## config.mk

```make
export PLATFORM = sky130hd
export DESIGN_NAME = pipe5_core
export DESIGN_NICKNAME = d
export VERILOG_FILES = /design/src/rtl/pipe5_pkg.sv /design/src/rtl/pipe5_regfile.sv /design/src/rtl/pipe5_alu.sv /design/src/rtl/pipe5_hazard.sv /design/src/rtl/pipe5_core.sv
export SDC_FILE = /design/constraint.sdc
export NUM_CORES = 2
export LEC_CHECK = 0
export ABC_AREA = 0
export BUFFER_PORTS_ARGS = -buffer_cell sky130_fd_sc_hd__buf_2
export CORE_ASPECT_RATIO = 0.8
export CORE_MARGIN = 2
export CORE_UTILIZATION = 25
export CTS_CLUSTER_SIZE = 14
export DETAILED_ROUTE_END_ITERATION = 10
export PLACE_DENSITY = 0.4
export SYNTH_ARGS = -nofsm -noshare
export SYNTH_HDL_FRONTEND = slang
export SYNTH_SLANG_ARGS = --single-unit
```

## constraint.sdc

```tcl
create_clock -name clk -period 16.76 [get_ports clk]
set_input_delay 3.352 -clock clk [delete_from_list [all_inputs] [get_ports clk]]
set_output_delay 3.352 -clock clk [all_outputs]
set_load 0.03 [all_outputs]
```

## src/rtl/pipe5_pkg.sv

```systemverilog
package pipe5_pkg;

  typedef enum logic [2:0] {
    ALU_ADD = 3'd0,
    ALU_SUB = 3'd1,
    ALU_AND = 3'd2,
    ALU_OR  = 3'd3,
    ALU_XOR = 3'd4,
    ALU_SLT = 3'd5
  } alu_e;

  typedef enum logic [1:0] {
    FWD_NONE = 2'd0,
    FWD_EM   = 2'd1,
    FWD_MW   = 2'd2
  } fwd_e;

  localparam logic [5:0] OPC_REG = 6'd0;
  localparam logic [5:0] OPC_ORI = 6'd1;
  localparam logic [5:0] OPC_LD  = 6'd2;
  localparam logic [5:0] OPC_ST  = 6'd3;
  localparam logic [5:0] OPC_BEQ = 6'd4;

  typedef struct packed {
    logic       wr;
    logic       ld;
    logic       st;
    logic       br;
    logic       imm_sel;
    logic       zext;
    logic       use_rt;
    alu_e       alu;
    logic [4:0] dst;
  } ctrl_t;

  function automatic ctrl_t decode(input logic [5:0] op, input logic [2:0] fn,
                                   input logic [4:0] rt, input logic [4:0] rd);
    ctrl_t c;
    c = '0;
    c.alu = ALU_ADD;
    case (op)
      OPC_REG: begin
        c.wr = 1'b1; c.use_rt = 1'b1; c.dst = rd;
        c.alu = (fn <= 3'd5) ? alu_e'(fn) : ALU_ADD;
      end
      OPC_ORI: begin
        c.wr = 1'b1; c.imm_sel = 1'b1; c.zext = 1'b1; c.dst = rt; c.alu = ALU_OR;
      end
      OPC_LD: begin
        c.wr = 1'b1; c.ld = 1'b1; c.imm_sel = 1'b1; c.dst = rt;
      end
      OPC_ST: begin
        c.st = 1'b1; c.imm_sel = 1'b1; c.use_rt = 1'b1;
      end
      OPC_BEQ: begin
        c.br = 1'b1; c.use_rt = 1'b1;
      end
      default: c = c;
    endcase
    return c;
  endfunction

endpackage

```

## src/rtl/pipe5_regfile.sv

```systemverilog
module pipe5_regfile #(
  parameter int W    = 32,
  parameter int RA_W = 5
) (
  input  logic            clk,
  input  logic            rst_n,
  input  logic [RA_W-1:0] ra_a,
  input  logic [RA_W-1:0] ra_b,
  output logic [W-1:0]    rd_a,
  output logic [W-1:0]    rd_b,
  input  logic            we,
  input  logic [RA_W-1:0] wa,
  input  logic [W-1:0]    wd
);
  localparam int NREG = 1 << RA_W;

  logic [W-1:0] regs [NREG];

  // write lands early in the cycle: a same-cycle reader sees it
  always_comb begin
    rd_a = (we && wa == ra_a && wa != '0) ? wd : regs[ra_a];
    rd_b = (we && wa == ra_b && wa != '0) ? wd : regs[ra_b];
  end

  always_ff @(posedge clk or negedge rst_n) begin
    if (!rst_n) begin
      for (int i = 0; i < NREG; i++) regs[i] <= '0;
    end else if (we && wa != '0) begin
      regs[wa] <= wd;
    end
  end
endmodule

```

## src/rtl/pipe5_alu.sv

```systemverilog
module pipe5_alu
  import pipe5_pkg::*;
#(
  parameter int W = 32
) (
  input  alu_e         op,
  input  logic [W-1:0] a,
  input  logic [W-1:0] b,
  output logic [W-1:0] y
);
  always_comb begin
    case (op)
      ALU_SUB: y = a - b;
      ALU_AND: y = a & b;
      ALU_OR:  y = a | b;
      ALU_XOR: y = a ^ b;
      ALU_SLT: y = {{(W-1){1'b0}}, ($signed(a) < $signed(b))};
      default: y = a + b;
    endcase
  end
endmodule

```

## src/rtl/pipe5_hazard.sv

```systemverilog
module pipe5_hazard
  import pipe5_pkg::*;
#(
  parameter int RA_W = 5
) (
  input  logic            fd_valid,
  input  logic [RA_W-1:0] fd_rs,
  input  logic [RA_W-1:0] fd_rt,
  input  logic            fd_use_rt,
  input  logic            de_valid,
  input  logic            de_ld,
  input  logic [RA_W-1:0] de_dst,
  input  logic [RA_W-1:0] de_rs,
  input  logic [RA_W-1:0] de_rt,
  input  logic            em_valid,
  input  logic            em_wr,
  input  logic            em_ld,
  input  logic [RA_W-1:0] em_dst,
  input  logic            mw_valid,
  input  logic            mw_wr,
  input  logic [RA_W-1:0] mw_dst,
  output logic            stall,
  output fwd_e            fwd_a,
  output fwd_e            fwd_b
);
  logic [RA_W-1:0] src [2];
  fwd_e            sel [2];

  assign src[0] = de_rs;
  assign src[1] = de_rt;

  // one selector per execute operand; youngest producer first, r0 excluded
  for (genvar g = 0; g < 2; g++) begin : g_fwd
    always_comb begin
      if (em_valid && em_wr && !em_ld && em_dst != '0 && em_dst == src[g])
        sel[g] = FWD_EM;
      else if (mw_valid && mw_wr && mw_dst != '0 && mw_dst == src[g])
        sel[g] = FWD_MW;
      else
        sel[g] = FWD_NONE;
    end
  end

  assign fwd_a = sel[0];
  assign fwd_b = sel[1];

  assign stall = de_valid && de_ld && de_dst != '0 && fd_valid &&
                 ((fd_rs == de_dst) || (fd_use_rt && fd_rt == de_dst));
endmodule

```

## src/rtl/pipe5_core.sv

```systemverilog
module pipe5_core
  import pipe5_pkg::*;
#(
  parameter int          XLEN     = 32,
  parameter logic [31:0] RESET_PC = 32'h0
) (
  input  logic            clk,
  input  logic            rst_n,
  output logic [XLEN-1:0] imem_addr,
  input  logic [31:0]     imem_rdata,
  output logic [XLEN-1:0] dmem_addr,
  output logic [XLEN-1:0] dmem_wdata,
  output logic            dmem_we,
  input  logic [XLEN-1:0] dmem_rdata,
  output logic            retire_valid,
  output logic [4:0]      retire_reg,
  output logic [XLEN-1:0] retire_data
);
  localparam int RA_W = 5;
  localparam int IMM_W = 16;
  localparam logic [XLEN-1:0] STEP = XLEN'(4);

  // fetch
  logic [XLEN-1:0] pc_q;
  logic            stall, br_take;
  logic [XLEN-1:0] br_target;

  // fetch/decode register
  logic            fd_valid;
  logic [31:0]     fd_inst;
  logic [XLEN-1:0] fd_pc;

  // decode
  ctrl_t           id_ctl;
  logic [RA_W-1:0] id_rs, id_rt;
  logic [XLEN-1:0] id_a, id_b, id_imm;
  logic [7:0]      unused_bits;

  // decode/execute register
  logic            de_valid, de_wr, de_ld, de_st, de_br, de_imm_sel;
  alu_e            de_alu;
  logic [RA_W-1:0] de_dst, de_rs, de_rt;
  logic [XLEN-1:0] de_a, de_b, de_imm, de_pc;

  // execute
  fwd_e            fwd_a, fwd_b;
  logic [XLEN-1:0] ex_a, ex_b, ex_y;

  // execute/memory register
  logic            em_valid, em_wr, em_ld, em_st;
  logic [RA_W-1:0] em_dst;
  logic [XLEN-1:0] em_res, em_sd;

  // memory/write-back register
  logic            mw_valid, mw_wr;
  logic [RA_W-1:0] mw_dst;
  logic [XLEN-1:0] mw_data;
  logic            wb_we;

  function automatic logic [XLEN-1:0] pick(input fwd_e s, input logic [XLEN-1:0] rf,
                                           input logic [XLEN-1:0] em, input logic [XLEN-1:0] mw);
    case (s)
      FWD_EM:  return em;
      FWD_MW:  return mw;
      default: return rf;
    endcase
  endfunction

  // ---------------- fetch ----------------
  assign imem_addr = pc_q;

  always_ff @(posedge clk or negedge rst_n) begin
    if (!rst_n) begin
      pc_q     <= XLEN'(RESET_PC);
      fd_valid <= 1'b0;
      fd_inst  <= '0;
      fd_pc    <= '0;
    end else if (br_take) begin
      pc_q     <= br_target;
      fd_valid <= 1'b0;
    end else if (!stall) begin
      pc_q     <= pc_q + STEP;
      fd_valid <= 1'b1;
      fd_inst  <= imem_rdata;
      fd_pc    <= pc_q;
    end
  end

  // ---------------- decode ----------------
  assign id_rs       = fd_inst[25:21];
  assign id_rt       = fd_inst[20:16];
  assign unused_bits = fd_inst[10:3];
  assign id_ctl      = decode(fd_inst[31:26], fd_inst[2:0], id_rt, fd_inst[15:11]);
  assign id_imm      = id_ctl.zext ? {{(XLEN-IMM_W){1'b0}}, fd_inst[15:0]}
                                   : {{(XLEN-IMM_W){fd_inst[15]}}, fd_inst[15:0]};

  pipe5_regfile #(.W(XLEN), .RA_W(RA_W)) u_rf (
    .clk(clk), .rst_n(rst_n),
    .ra_a(id_rs), .ra_b(id_rt), .rd_a(id_a), .rd_b(id_b),
    .we(wb_we), .wa(mw_dst), .wd(mw_data)
  );

  pipe5_hazard #(.RA_W(RA_W)) u_hz (
    .fd_valid(fd_valid), .fd_rs(id_rs), .fd_rt(id_rt), .fd_use_rt(id_ctl.use_rt),
    .de_valid(de_valid), .de_ld(de_ld), .de_dst(de_dst), .de_rs(de_rs), .de_rt(de_rt),
    .em_valid(em_valid), .em_wr(em_wr), .em_ld(em_ld), .em_dst(em_dst),
    .mw_valid(mw_valid), .mw_wr(mw_wr), .mw_dst(mw_dst),
    .stall(stall), .fwd_a(fwd_a), .fwd_b(fwd_b)
  );

  always_ff @(posedge clk or negedge rst_n) begin
    if (!rst_n) begin
      de_valid <= 1'b0;
      de_wr <= 1'b0; de_ld <= 1'b0; de_st <= 1'b0; de_br <= 1'b0; de_imm_sel <= 1'b0;
      de_alu <= ALU_ADD;
      de_dst <= '0; de_rs <= '0; de_rt <= '0;
      de_a <= '0; de_b <= '0; de_imm <= '0; de_pc <= '0;
    end else begin
      // bubble on load-use, squash on taken branch
      de_valid   <= fd_valid && !stall && !br_take;
      de_wr      <= id_ctl.wr;
      de_ld      <= id_ctl.ld;
      de_st      <= id_ctl.st;
      de_br      <= id_ctl.br;
      de_imm_sel <= id_ctl.imm_sel;
      de_alu     <= id_ctl.alu;
      de_dst     <= id_ctl.dst;
      de_rs      <= id_rs;
      de_rt      <= id_rt;
      de_a       <= id_a;
      de_b       <= id_b;
      de_imm     <= id_imm;
      de_pc      <= fd_pc;
    end
  end

  // ---------------- execute ----------------
  assign ex_a = pick(fwd_a, de_a, em_res, mw_data);
  assign ex_b = pick(fwd_b, de_b, em_res, mw_data);

  pipe5_alu #(.W(XLEN)) u_alu (
    .op(de_alu), .a(ex_a), .b(de_imm_sel ? de_imm : ex_b), .y(ex_y)
  );

  assign br_take   = de_valid && de_br && (ex_a == ex_b);
  assign br_target = de_pc + STEP + {de_imm[XLEN-3:0], 2'b00};

  always_ff @(posedge clk or negedge rst_n) begin
    if (!rst_n) begin
      em_valid <= 1'b0; em_wr <= 1'b0; em_ld <= 1'b0; em_st <= 1'b0;
      em_dst <= '0; em_res <= '0; em_sd <= '0;
    end else begin
      em_valid <= de_valid;
      em_wr    <= de_wr;
      em_ld    <= de_ld;
      em_st    <= de_st;
      em_dst   <= de_dst;
      em_res   <= ex_y;
      em_sd    <= ex_b;
    end
  end

  // ---------------- memory ----------------
  assign dmem_addr  = em_res;
  assign dmem_wdata = em_sd;
  assign dmem_we    = em_valid && em_st;

  always_ff @(posedge clk or negedge rst_n) begin
    if (!rst_n) begin
      mw_valid <= 1'b0; mw_wr <= 1'b0; mw_dst <= '0; mw_data <= '0;
    end else begin
      mw_valid <= em_valid;
      mw_wr    <= em_wr;
      mw_dst   <= em_dst;
      mw_data  <= em_ld ? dmem_rdata : em_res;
    end
  end

  // ---------------- write-back ----------------
  assign wb_we        = mw_valid && mw_wr && mw_dst != '0;
  assign retire_valid = wb_we;
  assign retire_reg   = mw_dst;
  assign retire_data  = mw_data;
endmodule

```

==> flow_results.xml <==
<?xml version="1.0" encoding="UTF-8"?>
<metrics>
  <group name="cells_and_area">
    <metric name="multi_input_area" unit="µm²">39600</metric>
    <metric name="drive_gt1_frac" unit="">0.434</metric>
    <metric name="nets" unit="">5767</metric>
    <metric name="layout-area-overhead-vs-synth" unit="%">14.5</metric>
    <metric name="num-fill-cells" unit="">30600</metric>
    <metric name="largest_register_ffs" unit="">1024</metric>
    <metric name="post-route-cell-area" unit="µm²">87100</metric>
    <metric name="largest_register" unit="">u_rf.regs</metric>
    <metric name="seq_area" unit="µm²">34300</metric>
  </group>
  <group name="clocking">
    <metric name="cts_setup_buffers" unit="">0</metric>
    <metric name="insertion_delay" unit="ns">0.85</metric>
    <metric name="clkTransAtPathRegs" unit="ns">0.06</metric>
    <metric name="cts.root.buffer_cell" unit="">sky130_fd_sc_hd__clkbuf_16</metric>
    <metric name="post_cts.resized_instances" unit="">0</metric>
    <metric name="cts_buffers" unit="">164</metric>
    <metric name="cts_hold_buf" unit="">0</metric>
    <metric name="clock_tree_from_tritoncts" unit="">built</metric>
    <metric name="ctsHtreeMaxLevel" unit="">4</metric>
    <metric name="clock_sinks" unit="">1370</metric>
    <metric name="cts-root-to-sink-buffers" unit="">4</metric>
  </group>
  <group name="sta">
    <metric name="setup_tns" unit="ns">0</metric>
    <metric name="worst_slack" unit="ns">10.05</metric>
    <metric name="timing.final.crit_share" unit="">0.400</metric>
    <metric name="slew-limit-headroom" unit="">0.244</metric>
    <metric name="max_clock_freq" unit="MHz">149</metric>
    <metric name="setup_viol" unit="">0</metric>
    <metric name="rsz_0062_raised_after_global_routing" unit="">no</metric>
    <metric name="minimum_period_implied_by_the_final_worst_setup_slack" unit="ns">6.71</metric>
    <metric name="slew_viol_final" unit="">0</metric>
    <metric name="transition_at_the_pin_with_the_smallest_max_transition_slack" unit="ns">1.13</metric>
    <metric name="finalClockSkew" unit="ns">0.0683</metric>
    <metric name="final_hold_viol_count" unit="">0</metric>
  </group>
  <group name="critical_path">
    <metric name="critPathRequiredTime" unit="ns">17.43</metric>
    <metric name="worstSetupEndpointType" unit="">register</metric>
    <metric name="rr_startpoint" unit="">em_ld</metric>
    <metric name="reg2reg_slack" unit="ns">10.05</metric>
    <metric name="slowest_stage" unit="">sky130_fd_sc_hd__dfrtp_2</metric>
    <metric name="crit-reg2reg-capture" unit="">dmem_addr[28]</metric>
    <metric name="signal_arrival_time_at_the_worst_endpoint" unit="ns">7.39</metric>
    <metric name="critPathKind" unit="">reg -&gt; reg</metric>
    <metric name="critPathTopFamily" unit="">compound AO/OA/AOI/OAI gates</metric>
    <metric name="crit_chain" unit="">and3b_1 &gt; o21ai_1 &gt; or3_2 &gt; buf_4 &gt; nand2_1 &gt; o21a_1 &gt; ha_1 &gt; fa_1 &gt; a21o_1 &gt; a21o_1 &gt; a311oi_1 &gt; o31ai_1 &gt; buf_4 &gt; nor4_1 &gt; o21ai_0 &gt; a31oi_1 &gt; nor2_1 &gt; o32ai_1 &gt; nor3_1</metric>
    <metric name="timing.critical_path.fanout_max" unit="">40</metric>
    <metric name="worst-r2r-cell-count" unit="">19</metric>
    <metric name="cp.buffers_inverters" unit="">2</metric>
    <metric name="timing.critical_path.slowest_cell_delay" unit="ns">1.06</metric>
    <metric name="worst_setup_path_start_kind" unit="">register</metric>
    <metric name="critical_path_cell_count" unit="">19</metric>
  </group>
  <group name="grt">
    <metric name="grt_pass1_wl" unit="µm">408000</metric>
    <metric name="overflow" unit="">0</metric>
    <metric name="first_global_vias" unit="">51200</metric>
    <metric name="grt_usage" unit="">0.183</metric>
    <metric name="grt_start_max_net_pins" unit="">149</metric>
    <metric name="grt_antenna_before_repair" unit="">15</metric>
  </group>
  <group name="logic_synthesis">
    <metric name="synthMostInstantiatedCell" unit="">sky130_fd_sc_hd__dfrtp_1</metric>
    <metric name="netlist_area" unit="µm²">76100</metric>
    <metric name="yosysWarnings" unit="">0</metric>
    <metric name="ys_async_sr_fraction" unit="">1.00</metric>
    <metric name="post_synthesis_cell_type_with_the_largest_combined_area" unit="">sky130_fd_sc_hd__dfrtp_1</metric>
    <metric name="synth.top_cell.area_share" unit="">0.450</metric>
    <metric name="synth_flop_cell" unit="">sky130_fd_sc_hd__dfrtp_1</metric>
    <metric name="synthesis.instances" unit="">5532</metric>
    <metric name="synth_top_cells_by_count" unit="">1370 x sky130_fd_sc_hd__dfrtp_1, 1057 x sky130_fd_sc_hd__mux2_2, 640 x sky130_fd_sc_hd__mux4_2</metric>
    <metric name="synth.lib_cells_used.distinct" unit="">91</metric>
    <metric name="synth.area.top_cells" unit="">sky130_fd_sc_hd__dfrtp_1 45%, sky130_fd_sc_hd__mux4_2 19%, sky130_fd_sc_hd__mux2_2 16%, sky130_fd_sc_hd__ha_1 2.5%, sky130_fd_sc_hd__clkbuf_1 1.8%</metric>
    <metric name="proportion_of_synthesized_chip_area_in_sequential_cells" unit="">0.450</metric>
    <metric name="postSynthAreaPerCell" unit="µm²">13.8</metric>
    <metric name="ys_ff_latch" unit="">1370</metric>
    <metric name="synth_enable_flop_cells" unit="">0</metric>
    <metric name="synth_nets" unit="">5755</metric>
  </group>
  <group name="hold_path">
    <metric name="hold_path.startpoint" unit="">de_st</metric>
    <metric name="hp-class" unit="">reg -&gt; reg</metric>
    <metric name="end_of_the_worst_hold_path" unit="">em_st</metric>
    <metric name="worstHoldPathCells" unit="">0</metric>
  </group>
  <group name="power_and_ir_drop">
    <metric name="sequential_power_share" unit="">0.429</metric>
    <metric name="switching_pwr" unit="µW">2340</metric>
    <metric name="power-per-cell-area" unit="nW/µm²">95.4</metric>
    <metric name="p_leak" unit="µW">0.0398</metric>
    <metric name="fraction_of_power_consumed_by_combinational_cells" unit="">0.130</metric>
    <metric name="post-layout-total-power" unit="µW">8320</metric>
    <metric name="netSwitchingFraction" unit="">0.281</metric>
    <metric name="power.ir.vdd_worst" unit="V">0.0000798</metric>
    <metric name="internal_power" unit="µW">5980</metric>
    <metric name="clock_power_share" unit="">0.441</metric>
  </group>
  <group name="floorplan">
    <metric name="floorplan.core_area" unit="µm²">303000</metric>
    <metric name="die_area" unit="µm²">309000</metric>
    <metric name="die_height" unit="µm">498</metric>
    <metric name="ioPinCount" unit="">201</metric>
    <metric name="initial_utilization" unit="">0.251</metric>
    <metric name="chipWidth" unit="µm">621</metric>
    <metric name="fp-row-count" unit="">181</metric>
  </group>
  <group name="placed_design">
    <metric name="gpl.final_weighted_congestion" unit="">0.874</metric>
    <metric name="preCtsSetupSlack" unit="ns">10.19</metric>
    <metric name="hpwlAfterDp" unit="µm">179000</metric>
    <metric name="portBuffers" unit="">200</metric>
    <metric name="post_dp_cell_area" unit="µm²">81800</metric>
  </group>
  <group name="drt">
    <metric name="drc_errors" unit="">0</metric>
    <metric name="post_drt_via_cell_ratio" unit="">5.20</metric>
    <metric name="final_wl" unit="µm">285000</metric>
    <metric name="drtAntennaViolNets" unit="">0</metric>
    <metric name="drtPass1Iterations" unit="">6</metric>
    <metric name="drt_first_iter_violations" unit="">4276</metric>
    <metric name="route.detailed.wl_per_inst" unit="µm">29.4</metric>
    <metric name="dr_total_vias" unit="">50400</metric>
  </group>
  <group name="outcome">
    <metric name="status" unit="">finished, final reports clean</metric>
  </group>
  <group name="job">
    <metric name="cap_viol_max_count" unit="">0</metric>
  </group>
</metrics>
how the worst max path moves through the flow:
stage / from / endpoint
after floorplan: em_dst[4] / dmem_addr[0]
after global placement: em_ld / dmem_addr[30]
after detailed placement: em_ld / dmem_addr[30]
after CTS: em_ld / dmem_addr[30]
after global routing: em_ld / dmem_addr[28]
final: em_ld / dmem_addr[28]
through the flow:
stage          cells  hold slack [ns]  utilization
2_1_floorplan   5532            0.331            -
3_3_place_gp    9404            0.340        0.269
3_5_place_dp    9404            0.336        0.269
4_1_cts         9690            0.348        0.287
5_1_grt         9692            0.353        0.287
6_report        9694            0.345        0.287
placed cells by master (no fill, tap or decap), drive strengths merged, types with 19 or more instances in the layout:
| cell | count |
|---|---|
| o22ai | 26 |
| xnor2 | 61 |
| a31oi | 33 |
| o21bai | 21 |
| nand2 | 136 |
| nor3 | 43 |
| o21ai | 150 |
| mux2 | 1108 |
| xor2 | 65 |
| o211ai | 27 |
| and2 | 27 |
| o22a | 19 |
| clkbuf | 229 |
| ha | 154 |
| nor4 | 21 |
| a22oi | 30 |
| nand2b | 23 |
| inv | 130 |
| mux4 | 640 |
| buf | 359 |
| and3 | 26 |
| clkinv | 33 |
| o21a | 32 |
| dfrtp | 1370 |
| a21oi | 220 |
| nand3 | 54 |
| a221oi | 28 |
| mux2i | 120 |
| a21o | 42 |
| nor2 | 213 |
| nand4 | 20 |
power by group through the flow:
stage                     combinational, µW  sequential [µW]  clock [µW]
after floorplan                         622             3630           0
after global placement                 1080             3630           0
after detailed placement               1080             3630           0
after CTS                              1090             3570        3790
after global routing                   1180             3580        3930
final                                  1080             3570        3670
routing by layer:
metal,GRT usage,vias to the layer above,routed length [µm]
met5,0,-,0
li1,-,21100,-
met3,0.0228,310,13100
met2,0.273,1412,125000
met1,0.280,27600,141000
met4,0.0392,0,5990
cell type report:
cell class,count,area share
Antenna cell,4,0.000115
Clock buffer,229,0.0541
Clock inverter,57,0.00771
Inverter,124,0.00534
Multi-Input combinational cell,3525,0.454
Sequential cell,1370,0.394
Tap cell,4026,0.0578
Timing Repair Buffer,359,0.0266
cell families (layout without fill, tap and decap cells):
| logic type | count (synthesis) | after routing | synth area share |
|---|---|---|---|
| AOI/OAI and AO/OA | 756 | 756 | 0.0656 |
| DFF | 1370 | 1370 | 0.450 |
| buffers and inverters | 637 | 769 | 0.0329 |
| muxes | 1868 | 1868 | 0.372 |
| xor gates and xnor gates | 126 | 126 | 0.0145 |
| other | 0 | 4 | 0 |
| and+or+nand+nor | 618 | 618 | 0.0390 |
| adders and majority gates | 157 | 157 | 0.0261 |
(Power assumes the default switching activity.)
